==> src/rtl/adcseq_pkg.sv <==
`timescale 1ns/1ps
package adcseq_pkg;

    typedef enum logic {
        CONV_NORMAL   = 1'b0,
        CONV_EXTENDED = 1'b1
    } conv_kind_e;

    // Divider exponent for a select code, limited to the widest ratio.
    function automatic int unsigned clamp_log2(input int unsigned code,
                                               input int unsigned max_log2);
        return (code + 1 > max_log2) ? max_log2 : code + 1;
    endfunction

endpackage

==> src/rtl/adcseq_prescaler.sv <==
`timescale 1ns/1ps
module adcseq_prescaler #(
    parameter int SEL_W    = 3,
    parameter int MAX_LOG2 = 7
) (
    input  logic             clk,
    input  logic             rst_n,
    input  logic             enable,
    input  logic [SEL_W-1:0] sel,
    output logic             rise,
    output logic             fall,
    output logic             odd_rise,
    output logic             conv_clk
);
    import adcseq_pkg::*;

    localparam int CW = MAX_LOG2;

    typedef struct packed {
        logic [CW-1:0] cnt;
        logic          par;
    } div_state_t;

    div_state_t   div_d, div_q;
    logic [CW-1:0] last_cnt;
    logic [CW-1:0] half_cnt;
    int unsigned   lg;

    always_comb begin
        lg       = clamp_log2(32'(sel), MAX_LOG2);
        last_cnt = CW'((32'd1 << lg) - 32'd1);
        half_cnt = last_cnt >> 1;
        rise     = enable && (div_q.cnt == last_cnt);
        fall     = enable && (div_q.cnt == half_cnt);
        odd_rise = rise && !div_q.par;
        conv_clk = enable && (div_q.cnt <= half_cnt);

        div_d = div_q;
        if (!enable) begin
            div_d = '0;
        end else begin
            div_d.cnt = rise ? '0 : div_q.cnt + CW'(1);
            if (rise) begin
                div_d.par = ~div_q.par;
            end
        end
    end

    always_ff @(posedge clk or negedge rst_n) begin
        if (!rst_n) begin
            div_q <= '0;
        end else begin
            div_q <= div_d;
        end
    end

endmodule

==> src/rtl/adcseq_sar.sv <==
`timescale 1ns/1ps
module adcseq_sar #(
    parameter int RES_W = 10
) (
    input  logic             clk,
    input  logic             rst_n,
    input  logic             clear,
    input  logic             load,
    input  logic             step,
    input  logic             cmp_in,
    output logic [RES_W-1:0] code
);
    typedef struct packed {
        logic [RES_W-1:0] code;
        logic [RES_W-1:0] ptr;
    } sar_state_t;

    localparam logic [RES_W-1:0] TOP_BIT = {1'b1, {(RES_W-1){1'b0}}};

    sar_state_t sar_d, sar_q;

    always_comb begin
        sar_d = sar_q;
        if (clear) begin
            sar_d = '0;
        end else if (load) begin
            sar_d.code = TOP_BIT;
            sar_d.ptr  = TOP_BIT;
        end else if (step) begin
            sar_d.ptr  = sar_q.ptr >> 1;
            sar_d.code = (cmp_in ? sar_q.code : (sar_q.code & ~sar_q.ptr))
                         | (sar_q.ptr >> 1);
        end
        code = sar_q.code;
    end

    always_ff @(posedge clk or negedge rst_n) begin
        if (!rst_n) begin
            sar_q <= '0;
        end else begin
            sar_q <= sar_d;
        end
    end

endmodule

==> src/rtl/adcseq_settle.sv <==
`timescale 1ns/1ps
module adcseq_settle #(
    parameter int SETTLE_CYCLES = 6250,
    parameter int REF_W         = 2
) (
    input  logic             clk,
    input  logic             rst_n,
    input  logic             diff_sel,
    input  logic [REF_W-1:0] ref_sel,
    output logic             active
);
    localparam int CNT_W = $clog2(SETTLE_CYCLES + 1);

    typedef struct packed {
        logic [CNT_W-1:0] cnt;
        logic             prev_diff;
        logic [REF_W-1:0] prev_ref;
    } settle_state_t;

    settle_state_t st_d, st_q;
    logic          changed;

    always_comb begin
        changed        = (diff_sel != st_q.prev_diff) || (ref_sel != st_q.prev_ref);
        st_d           = st_q;
        st_d.prev_diff = diff_sel;
        st_d.prev_ref  = ref_sel;
        if (changed) begin
            st_d.cnt = CNT_W'(SETTLE_CYCLES);
        end else if (st_q.cnt != '0) begin
            st_d.cnt = st_q.cnt - CNT_W'(1);
        end
        active = (st_q.cnt != '0);
    end

    always_ff @(posedge clk or negedge rst_n) begin
        if (!rst_n) begin
            st_q <= '0;
        end else begin
            st_q <= st_d;
        end
    end

endmodule

==> src/rtl/adc_conv_sequencer.sv <==
`timescale 1ns/1ps
module adc_conv_sequencer #(
    parameter int RES_W         = 10,
    parameter int SEL_W         = 3,
    parameter int MAX_LOG2      = 7,
    parameter int REF_W         = 2,
    parameter int NORM_LEN      = 13,
    parameter int EXT_LEN       = 25,
    parameter int NORM_SH       = 1,
    parameter int EXT_SH        = 13,
    parameter int SETTLE_CYCLES = 6250
) (
    input  logic             clk,
    input  logic             rst_n,
    input  logic             enable,
    input  logic             start_set,
    input  logic             free_run,
    input  logic             diff_sel,
    input  logic [REF_W-1:0] ref_sel,
    input  logic [SEL_W-1:0] presc_sel,
    input  logic             cmp_in,
    input  logic             done_clr,
    output logic             conv_clk,
    output logic             busy,
    output logic             start_pending,
    output logic             sample_strobe,
    output logic [RES_W-1:0] dac_code,
    output logic [RES_W-1:0] result,
    output logic             done,
    output logic             suspect
);
    import adcseq_pkg::*;

    localparam int CYC_W = $clog2(EXT_LEN + 1);

    typedef struct packed {
        logic             busy;
        conv_kind_e       kind;
        logic             first;
        logic             req;
        logic [CYC_W-1:0] cyc;
        logic             strobe;
        logic             done;
        logic             suspect;
        logic [RES_W-1:0] result;
    } seq_state_t;

    seq_state_t s_d, s_q;

    logic             rise, fall, odd_rise;
    logic             settle_active;
    logic [RES_W-1:0] sar_code;
    logic [CYC_W-1:0] sh_point, len_last;
    logic             complete, start_ok, req_keep;
    logic             sar_clear, sar_load, sar_step;

    adcseq_prescaler #(.SEL_W(SEL_W), .MAX_LOG2(MAX_LOG2)) u_presc (
        .clk      (clk),
        .rst_n    (rst_n),
        .enable   (enable),
        .sel      (presc_sel),
        .rise     (rise),
        .fall     (fall),
        .odd_rise (odd_rise),
        .conv_clk (conv_clk)
    );

    adcseq_sar #(.RES_W(RES_W)) u_sar (
        .clk    (clk),
        .rst_n  (rst_n),
        .clear  (sar_clear),
        .load   (sar_load),
        .step   (sar_step),
        .cmp_in (cmp_in),
        .code   (sar_code)
    );

    adcseq_settle #(.SETTLE_CYCLES(SETTLE_CYCLES), .REF_W(REF_W)) u_settle (
        .clk      (clk),
        .rst_n    (rst_n),
        .diff_sel (diff_sel),
        .ref_sel  (ref_sel),
        .active   (settle_active)
    );

    always_comb begin
        sh_point = (s_q.kind == CONV_EXTENDED) ? CYC_W'(EXT_SH) : CYC_W'(NORM_SH);
        len_last = (s_q.kind == CONV_EXTENDED) ? CYC_W'(EXT_LEN - 1) : CYC_W'(NORM_LEN - 1);

        complete = rise && s_q.busy && (s_q.cyc == len_last);
        sar_load = fall && s_q.busy && (s_q.cyc == sh_point);
        sar_step = rise && s_q.busy && (s_q.cyc >= sh_point)
                   && (s_q.cyc < sh_point + CYC_W'(RES_W));

        // Single mode consumes the request at completion; free-run keeps it.
        req_keep  = s_q.req && !(complete && !free_run);
        start_ok  = rise && req_keep && (!s_q.busy || complete)
                    && (!diff_sel || odd_rise);
        sar_clear = !enable || complete || start_ok;

        s_d        = s_q;
        s_d.strobe = sar_load;

        if (s_q.busy && rise) begin
            s_d.cyc = s_q.cyc + CYC_W'(1);
        end

        if (complete) begin
            s_d.busy    = 1'b0;
            s_d.done    = 1'b1;
            s_d.result  = sar_code;
            s_d.suspect = settle_active;
        end else if (done_clr) begin
            s_d.done = 1'b0;
        end

        s_d.req = req_keep || start_set;

        if (start_ok) begin
            s_d.busy  = 1'b1;
            s_d.cyc   = '0;
            s_d.kind  = s_q.first ? CONV_EXTENDED : CONV_NORMAL;
            s_d.first = 1'b0;
        end

        if (!enable) begin
            s_d.busy   = 1'b0;
            s_d.req    = 1'b0;
            s_d.first  = 1'b1;
            s_d.cyc    = '0;
            s_d.strobe = 1'b0;
        end
    end

    always_ff @(posedge clk or negedge rst_n) begin
        if (!rst_n) begin
            s_q       <= '0;
            s_q.first <= 1'b1;
        end else begin
            s_q <= s_d;
        end
    end

    assign busy          = s_q.busy;
    assign start_pending = s_q.req;
    assign sample_strobe = s_q.strobe;
    assign dac_code      = sar_code;
    assign result        = s_q.result;
    assign done          = s_q.done;
    assign suspect       = s_q.suspect;

endmodule

==> config.mk <==
export PLATFORM = sky130hd
export DESIGN_NAME = adc_conv_sequencer
export DESIGN_NICKNAME = d
export VERILOG_FILES = /design/src/rtl/adcseq_pkg.sv /design/src/rtl/adcseq_prescaler.sv /design/src/rtl/adcseq_sar.sv /design/src/rtl/adcseq_settle.sv /design/src/rtl/adc_conv_sequencer.sv
export SDC_FILE = /design/constraint.sdc
export NUM_CORES = 1
export LEC_CHECK = 0
export BUFFER_PORTS_ARGS = -buffer_cell sky130_fd_sc_hd__buf_2
export CORE_ASPECT_RATIO = 1.5
export CORE_MARGIN = 3
export CORE_UTILIZATION = 59
export DETAILED_ROUTE_END_ITERATION = 10
export PLACE_DENSITY = 0.78
export SLEW_MARGIN = 20
export SYNTH_ARGS = -nofsm -noshare
export SYNTH_HDL_FRONTEND = slang
export SYNTH_SLANG_ARGS = --single-unit
==> constraint.sdc <==
create_clock -name clk -period 4.15 [get_ports clk]
set_input_delay 0.6225 -clock clk [delete_from_list [all_inputs] [get_ports clk]]
set_output_delay 0.6225 -clock clk [all_outputs]
set_load 0.005 [all_outputs]
# --- Yosys cells after proc, flatten, opt, wreduce, memory -nomap -nowiden ---
# Cells that the tools add are included.
op_classes:
  addsub: 6
  n_lt_le_gt_ge: 4
  eq_ne: 10
  n_shift: 1
  n_mux: 21
  bitwise_logic: 4
  reduce_logical: 31
op_table:
  columns: ["operator", "count"]
  rows:
  - ["$mux 20", 3]
  - ["$mux 32", 1]
  - ["$shl 1x32->7 const A", 1]
  - ["$mux 13", 2]
  - ["$mux 8", 2]
  - ["$logic_and 1x1->1", 15]
  - ["$mux 5", 3]
  - ["$reduce_bool 13->1", 1]
  - ["$sub 13x1->13 const B", 1]
  - ["$and 10x10->10", 1]
  - ["$mux 10", 1]
  - ["$not 10->10", 1]
  - ["$or 10x9->10", 1]
  - ["$add 7x1->7 const B", 1]
  - ["$eq 7x6->1", 1]
  - ["$eq 7x7->1", 1]
  - ["$le 7x6->1", 1]
  - ["$mux 7", 1]
  - ["$sub 7x1->7 const B", 1]
  - ["$logic_not 1->1", 6]
  - ["$logic_or 1x1->1", 6]
  - ["$mux 1", 6]
  - ["$ne 3x1->1 const B", 2]
  - ["$add 4x4->5 const B", 1]
  - ["other kinds (15)", 17]
totals:
  ff_bits: 66
  inputBits: 13
  out_inout_bits: 26
  wordCells: 93

# --- Depth between registers and ports, before layout ---
# Gate-level depths: netlist of run 1.
logic_depth:
  word_depth: 17
  ltp_mapped: 16
  ltp_nobuf: 14

# --- By module ---
# A second synthesis of run 1 with hierarchy kept.
unflattened:
  hier_cells: 407
  hier_area_um2: 3951.3
by_module_without_submodules:
  columns: ["module", "n_inst", "cells_per_inst", "area_per_inst_um2", "seq_area_each_um2"]
  rows:
  - ["adc_conv_sequencer", 1, 125, 1171.1, 551.8]
  - ["adcseq_prescaler", 1, 109, 949.7, 200.2]
  - ["adcseq_sar", 1, 88, 934.6, 500.5]
  - ["adcseq_settle", 1, 85, 895.9, 400.4]

# --- Worst setup path before layout of run 1 ---
# No wires, ideal clock.
synth_path:
  path_type: "input-to-output"
  startpoint: "input presc_sel[0]"
  endpoint: "output conv_clk"
  t_arrival_ns: 3.157
  required_time_ns: 3.527
  path_slack_ns: 0.370
  stages: 16
  n_path_buf: 2
  cell_sequence: "ha_1 buf_6 or2_1 a21boi_1 inv_1 ha_1 clkbuf_1 xnor2_1 ha_1 nor2b_1 o21a_1 o21a_1 o21a_1 o21ai_0 nand2b_1 a21oi_1"
synth_via:
  elab_chain_cells: 7
synth_rtl:
  columns: ["item", "line_no", "source"]
  rows:
  - ["from (decl)", "adc_conv_sequencer.sv:20", "input logic [SEL_W-1:0] presc_sel,"]
  - ["$add 3x1->4 *", "adcseq_pkg.sv:12", "return (code + 1 > max_log2) ? max_log2 : code + 1;"]
  - ["$gt 4x3->1", "adcseq_pkg.sv:12", null]
  - ["$mux 32 *", "adcseq_pkg.sv:12", null]
  - ["$shl 1x32->7 *", "adcseq_prescaler.sv:31", "last_cnt = CW'((32'd1 << lg) - 32'd1);"]
  - ["$sub 7x1->7 *", "adcseq_prescaler.sv:31", null]
  - ["$le 7x6->1 *", "adcseq_prescaler.sv:36", "conv_clk = enable && (div_q.cnt <= half_cnt);"]
  - ["$logic_and 1x1->1 *", "adcseq_prescaler.sv:36", null]
  - ["to (decl)", "adc_conv_sequencer.sv:23", "output logic conv_clk,"]
# Every way passes the cells marked *; elsewhere a longest branch is shown, timed or not.

# --- Worst setup path in the final report of run 1 ---
# Same ends and word-level chain as after synthesis.

==> impl_metrics.tcl, run 1 <==
set metrics [dict create \
    synth_edf_count 0 \
    synth_top_flop_cell "dfrtp_1" \
    drt_pre_antenna_iters 7 \
    period_needed_ps 3877 \
    numClockSinks 66 \
    seq_area_frac_synth 0.4446 \
    tns_ps 0 \
    worstSetupPathType "input pin to output pin" \
    fill_cells 482 \
    final.period_utilization 0.9341 \
    hold_path_class "input pin to asynchronous set/reset pin" \
    synth_warnings 0 \
    initial_core_util 0.6242 \
    dp_cells 462 \
    final_util 0.6779 \
    cts_root_buf "clkbuf_8" \
    relSlewSlack 0.5025 \
    worstPathArrival_ps 3250 \
    cap_violations 0 \
    power_frac_comb 0.100 \
    drc 0 \
    grt_max_degree 47 \
    cts_tree "yes" \
    intPower_mw 1.059 \
    p_leak_nw 1.857 \
    fin_area_mm2 0.004038 \
    place_hpwl_um 4997 \
    powerDensity_mw_per_mm2 345.2 \
    syn_inst 380 \
    cp_max_fo 10 \
    rsz0062_at_grt "no" \
    drt-met1-wl_um 2963 \
    worst_slack_ps 273.5 \
    end_kind "output pin" \
    clk_path_buf_depth 2 \
    vias_per_cell 5.674 \
    finalWirelength_um 6932 \
    skew_ps 10.04 \
    rows 34 \
    antenna_found_initial 0 \
    met3_wirelength_um 263 \
    routedWlPerCell_um 14.50 \
    syn-cell-area_mm2 0.003717 \
    drtIter0Drc 232 \
    clkPwrFrac 0.425 \
    layout.nets 431 \
    setup_viol 0 \
    crit_required_ps 3530 \
    status "finished clean" \
    hold_violations 0 \
    r2r-start "u_settle.st_q[3]$_DFFE_PN0P_" \
    final_antenna_net_count 0 \
    clk_latency_ps 340 \
    area_growth_pct 8.617 \
    numPortBuffers 38 \
    antenna_cells 0 \
    path_clk_slew_ps 70 \
    holdWs_ps 274.7 \
    dieArea_mm2 0.007309 \
    place_area_mm2 0.003810 \
    maxUsedRoutingLayer "met4" \
    grt_pass1_vias 2665 \
    power_switching_mw 0.3345 \
    htreeDepth 3 \
    seq_power_share 0.475 \
    worst_pin_slew_ps 736.9 \
    p_total_mw 1.394 \
    slew_viol_final 0 \
    vias 2712 \
    async_reset_ff_frac 1.000 \
    die_h_um 103.2 \
    die_width_um 70.81 \
    ys_seq_elements 66 \
    max_freq_ghz 0.2580 \
    multi_input_area_mm2 0.001778 \
    grt_pass1_wl_um 11930 \
    dr_wl_met2_um 3569 \
    synth_cell_type_count 59 \
    startpoint_type "input pin" \
    seqCellArea_mm2 0.001653 \
    vdd_ir_drop_max_mv 0.2702 \
    synth_fp_nets 410 \
    avgSynthCellArea_um2 9.782 \
    coreArea_mm2 0.005956 \
    io_pins 39 \
    grt_overflow_total 0 \
    drive_gt1_frac 0.1798 \
    stdcell_count 478 \
    cts_buffers 9 \
    swShare 0.2400 \
    startpoint "presc_sel[0]" \
    post-place-ws_ps 162.5 \
    place_congestion 0.8552 \
    cts_hold_buf 0 \
    grt_usage 0.2051 \
]
## metal layers
layer,vias to the layer above,global-route usage
met1,1316,0.2494
met3,13,0.04932
met5,-,0
met2,55,0.3553
li1,1328,-
met4,0,0.07525
## Yosys cell counts (all sizes together) (12+ instances only)
cell type	count	area (µm²)
dfrtp	65	1627
nand2	35	131.4
a21oi	30	153.9
buf	26	187.7
nor2	26	100.1
inv	24	90.09
xnor2	18	157.7
ha	17	212.7
nand3	13	75.07
o21ai	13	65.06
mux2	12	135.1
or2	12	75.08
## worst max-delay path, stage by stage
cell and delay, ps:
buf_2 140, ha_2 240, or2_1 290, a21boi_2 170, inv_1 60, ha_1 220, xnor2_1 170, ha_1 260
nor2b_1 140, o21a_1 160, o21a_1 160, o21a_1 160, o21ai_0 160, nand2b_1 70, a21oi_1 130, buf_2 120
## repair_timing
action,4_1_cts,5_1_grt
endpoints found under the setup margin,0,1
gates resized for setup,0,2
buffers inserted,0,0
## cells by family (layout without fill, tap and decap cells)
group / count (synthesis) / after routing / share of synthesized area
compound gates: 72 / 72 / 0.1279
xor+xnor: 26 / 26 / 0.06126
fa+ha+maj: 17 / 17 / 0.05722
buf+inv: 54 / 80 / 0.07876
flops: 66 / 66 / 0.4446
mux: 13 / 13 / 0.03904
simple gates: 132 / 132 / 0.1912
## cell usage in the layout, fill, tap and decap left out, types with 3 or more instances in the layout
| cell type | count |
|---|---|
| ha_1 | 16 |
| nor3_1 | 5 |
| inv_1 | 24 |
| o21ai_0 | 13 |
| nand2b_1 | 4 |
| nor2_1 | 25 |
| a21oi_1 | 29 |
| dfrtp_1 | 65 |
| and3_1 | 3 |
| nor2b_1 | 5 |
| xor2_1 | 8 |
| mux2_2 | 4 |
| buf_4 | 3 |
| or3_1 | 6 |
| mux2_1 | 8 |
| nand2_1 | 35 |
| o21a_1 | 4 |
| clkbuf_8 | 10 |
| nand3b_1 | 3 |
| nand3_1 | 11 |
| buf_2 | 37 |
| xnor2_1 | 18 |
| or2_1 | 11 |
| o31ai_1 | 11 |
## power by group through the flow
stage	logic, mW	clock network [mW]	registers (mW)
2_1_floorplan	0.0964	0	0.671
3_3_place_gp	0.134	0	0.674
3_5_place_dp	0.139	0	0.674
4_1_cts	0.140	0.605	0.662
5_1_grt	0.159	0.628	0.662
6_report	0.139	0.593	0.662
## area by class of cell
class,instances,area share
multi-input combinational,260,0.4403
inverter,24,0.02231
sequential,66,0.4094
timing repair buffer,40,0.05144
clock buffer,11,0.03502
clock inverter,5,0.01921
tap,72,0.02231
## final timing paths
kind	to	slack, ps	cells past startpoint
min in group clk	u_settle.st_q[0]$_DFF_PN0_	420	1
max	conv_clk	270	16
max reg2reg	u_settle.st_q[13]$_DFFE_PN0P_	1610	9
min	u_settle.st_q[12]$_DFFE_PN0P_	270	1
max in group asynchronous	u_presc.div_q[0]$_DFFE_PN0P_	3190	2
min reg2reg	s_q[19]$_DFFE_PN1P_	480	2
## registers in the layout, indices dropped and copies added (netlist names)
name and cells:
u_settle.st_q 16, result 10, u_sar.code 10, u_sar.sar_q 10
u_presc.div_q 8, s_q 7, busy 1, done 1
sample_strobe 1, start_pending 1, suspect 1
(Power assumes the default switching activity.)
==> run 2, diff against run 1 <==
--- a/config.mk
+++ b/config.mk
@@ -6,9 +6,11 @@
 export NUM_CORES = 1
 export LEC_CHECK = 0
 export BUFFER_PORTS_ARGS = -buffer_cell sky130_fd_sc_hd__buf_2
+export CELL_PAD_IN_SITES_DETAIL_PLACEMENT = 0
+export CELL_PAD_IN_SITES_GLOBAL_PLACEMENT = 1
 export CORE_ASPECT_RATIO = 1.5
 export CORE_MARGIN = 3
-export CORE_UTILIZATION = 59
+export CORE_UTILIZATION = 46
 export DETAILED_ROUTE_END_ITERATION = 10
 export PLACE_DENSITY = 0.78
 export SLEW_MARGIN = 20
==> run 2 against run 1 <==
  * Clock power increased by 14%
  * Setup slack got worse by 13 ps
  * Via count decreased by 1.7%
  * Critical endpoint unchanged
==> impl_metrics.tcl, run 2 (same netlist as run 1, synthesis figures left out) <==
set metrics [dict create \
    drc 0 \
    fin_area_mm2 0.004140 \
    post_cts_resized 0 \
    cts_buffers 9 \
    holdWs_ps 389.8 \
    grt_overflow_total 0 \
    final_antenna_net_count 0 \
    vias 2667 \
    place_congestion 0.8244 \
    worstSetupPathType "input pin to output pin" \
    numClockSinks 66 \
    vias_per_cell 5.240 \
    cp_max_fo 8 \
    end_kind "output pin" \
    period_needed_ps 3890 \
    clk_latency_ps 320 \
    powerDensity_mw_per_mm2 357.4 \
    drive_gt1_frac 0.1818 \
    layout.nets 433 \
    stdcell_count 509 \
    setup_viol 0 \
    area_growth_pct 11.38 \
    crit_chain "buf_2 > ha_2 > nor2b_1 > a21boi_2 > inv_1 > ha_1 > xnor2_1 > ha_1 > nor2b_1 > o21a_1 > o21a_1 > o21a_1 > o21ai_0 > nand2b_1 > a21oi_1 > buf_2" \
    drtIter0Drc 96 \
    die_width_um 79.40 \
    die_h_um 116.1 \
    largest_reg_flops 16 \
    startpoint_type "input pin" \
    cap_violations 0 \
    worst_pin_slew_ps 837.9 \
    dieArea_mm2 0.009218 \
    p_total_mw 1.480 \
    skew_ps 3.072 \
    grt_pass1_wl_um 12170 \
    cts_tree "yes" \
    crit_required_ps 3530 \
    grt_max_degree 40 \
    place_hpwl_um 5230 \
    place_area_mm2 0.003862 \
    rsz0062_at_grt "no" \
    coreArea_mm2 0.007759 \
    slowest_delay_ps 330 \
    post-cts-setup-buffers 0 \
    relSlewSlack 0.4414 \
    antenna_cells 0 \
    routedWlPerCell_um 13.87 \
    worstPathArrival_ps 3270 \
    vdd_ir_drop_max_mv 0.2108 \
    hold_path_class "input pin to asynchronous set/reset pin" \
    status "finished clean" \
    crit_path_frequent_cell "o21a_1" \
    critPathSlowestCell "ha_2" \
    cts_root_buf "clkbuf_16" \
    final.period_utilization 0.9372 \
    antenna_found_initial 0 \
    worst-path-buf-inv 3 \
    drt_pre_antenna_iters 4 \
    layout_common_cells "dfrtp_1, buf_2, nand2_1, a21oi_1, nor2_1" \
    tns_ps 0 \
    grt_pass1_vias 2635 \
    finalWirelength_um 7060 \
    io_pins 39 \
    p_leak_nw 1.894 \
    slew_viol_final 0 \
    initial_core_util 0.4791 \
    hold_violations 0 \
    cts_hold_buf 0 \
    clk_path_buf_depth 2 \
    htreeDepth 3 \
    dp_cells 494 \
    numPortBuffers 38 \
    path_clk_slew_ps 50 \
    grt_usage 0.1694 \
    rows 39 \
    mostFrequentLayoutCell "dfrtp_1" \
    max_freq_ghz 0.2571 \
    cp_top_family "compound AO/OA/AOI/OAI gates" \
    regMostFlops "u_settle.st_q" \
]
==> run 2: metrics by stage <==
stage | util | setup WS, ps
3_3_place_gp | 0.4978 | 211.7
2_1_floorplan | - | 370.5
3_5_place_dp | 0.4978 | 144.7
5_1_grt | 0.5336 | 41.25
6_report | 0.5336 | 260.4
4_1_cts | 0.5328 | 139.8
==> run 2: power breakdown <==
group          switching [mW]  internal (mW)  leakage (nW)
registers             0.00976          0.653         0.877
clock network           0.248          0.429         0.138
logic                  0.0849         0.0545         0.879
total                   0.343           1.14          1.89
==> run 2: area by class of cell <==
cell class,count,area (µm²)
clock buffers,12,256.5
clock inverters,3,15.01
fillers,722,3618
inverters,24,90.09
multi-input cells,260,1778
flip-flops and latches,66,1653
well taps,102,127.6
repair buffers,42,220.2
==> run 2: worst reg2reg max path, cell delays in order, from the launching register on <==
cell,delay [ps]
dfrtp_1,400
inv_1,70
ha_1,160
or3b_2,470
nand2b_1,210
or4_1,600
nor2b_1,250
nand3_1,100
xor2_1,150
nor2_1,60
==> run 2: worst paths after layout <==
path                                               from                       endpoint  slack (ps)  cells after the start
max reg2reg                u_settle.st_q[3]$_DFFE_PN0P_  u_settle.st_q[13]$_DFFE_PN0P_        1560                      9
max                                        presc_sel[0]                       conv_clk         260                     16
max in group asynchronous                         rst_n            s_q[19]$_DFFE_PN1P_        2840                      2
min                                               rst_n   u_settle.st_q[8]$_DFFE_PN0P_         390                      1
min reg2reg                         s_q[19]$_DFFE_PN1P_            s_q[19]$_DFFE_PN1P_         460                      2
min in group clk                             ref_sel[1]     u_settle.st_q[1]$_DFF_PN0_         430                      1
==> run 2: layer usage <==
metal  global-route usage  wire length, µm
met1               0.1885             3011
met2               0.2953             3601
met3              0.04012              259
met4              0.09633              188
met5                    0                0
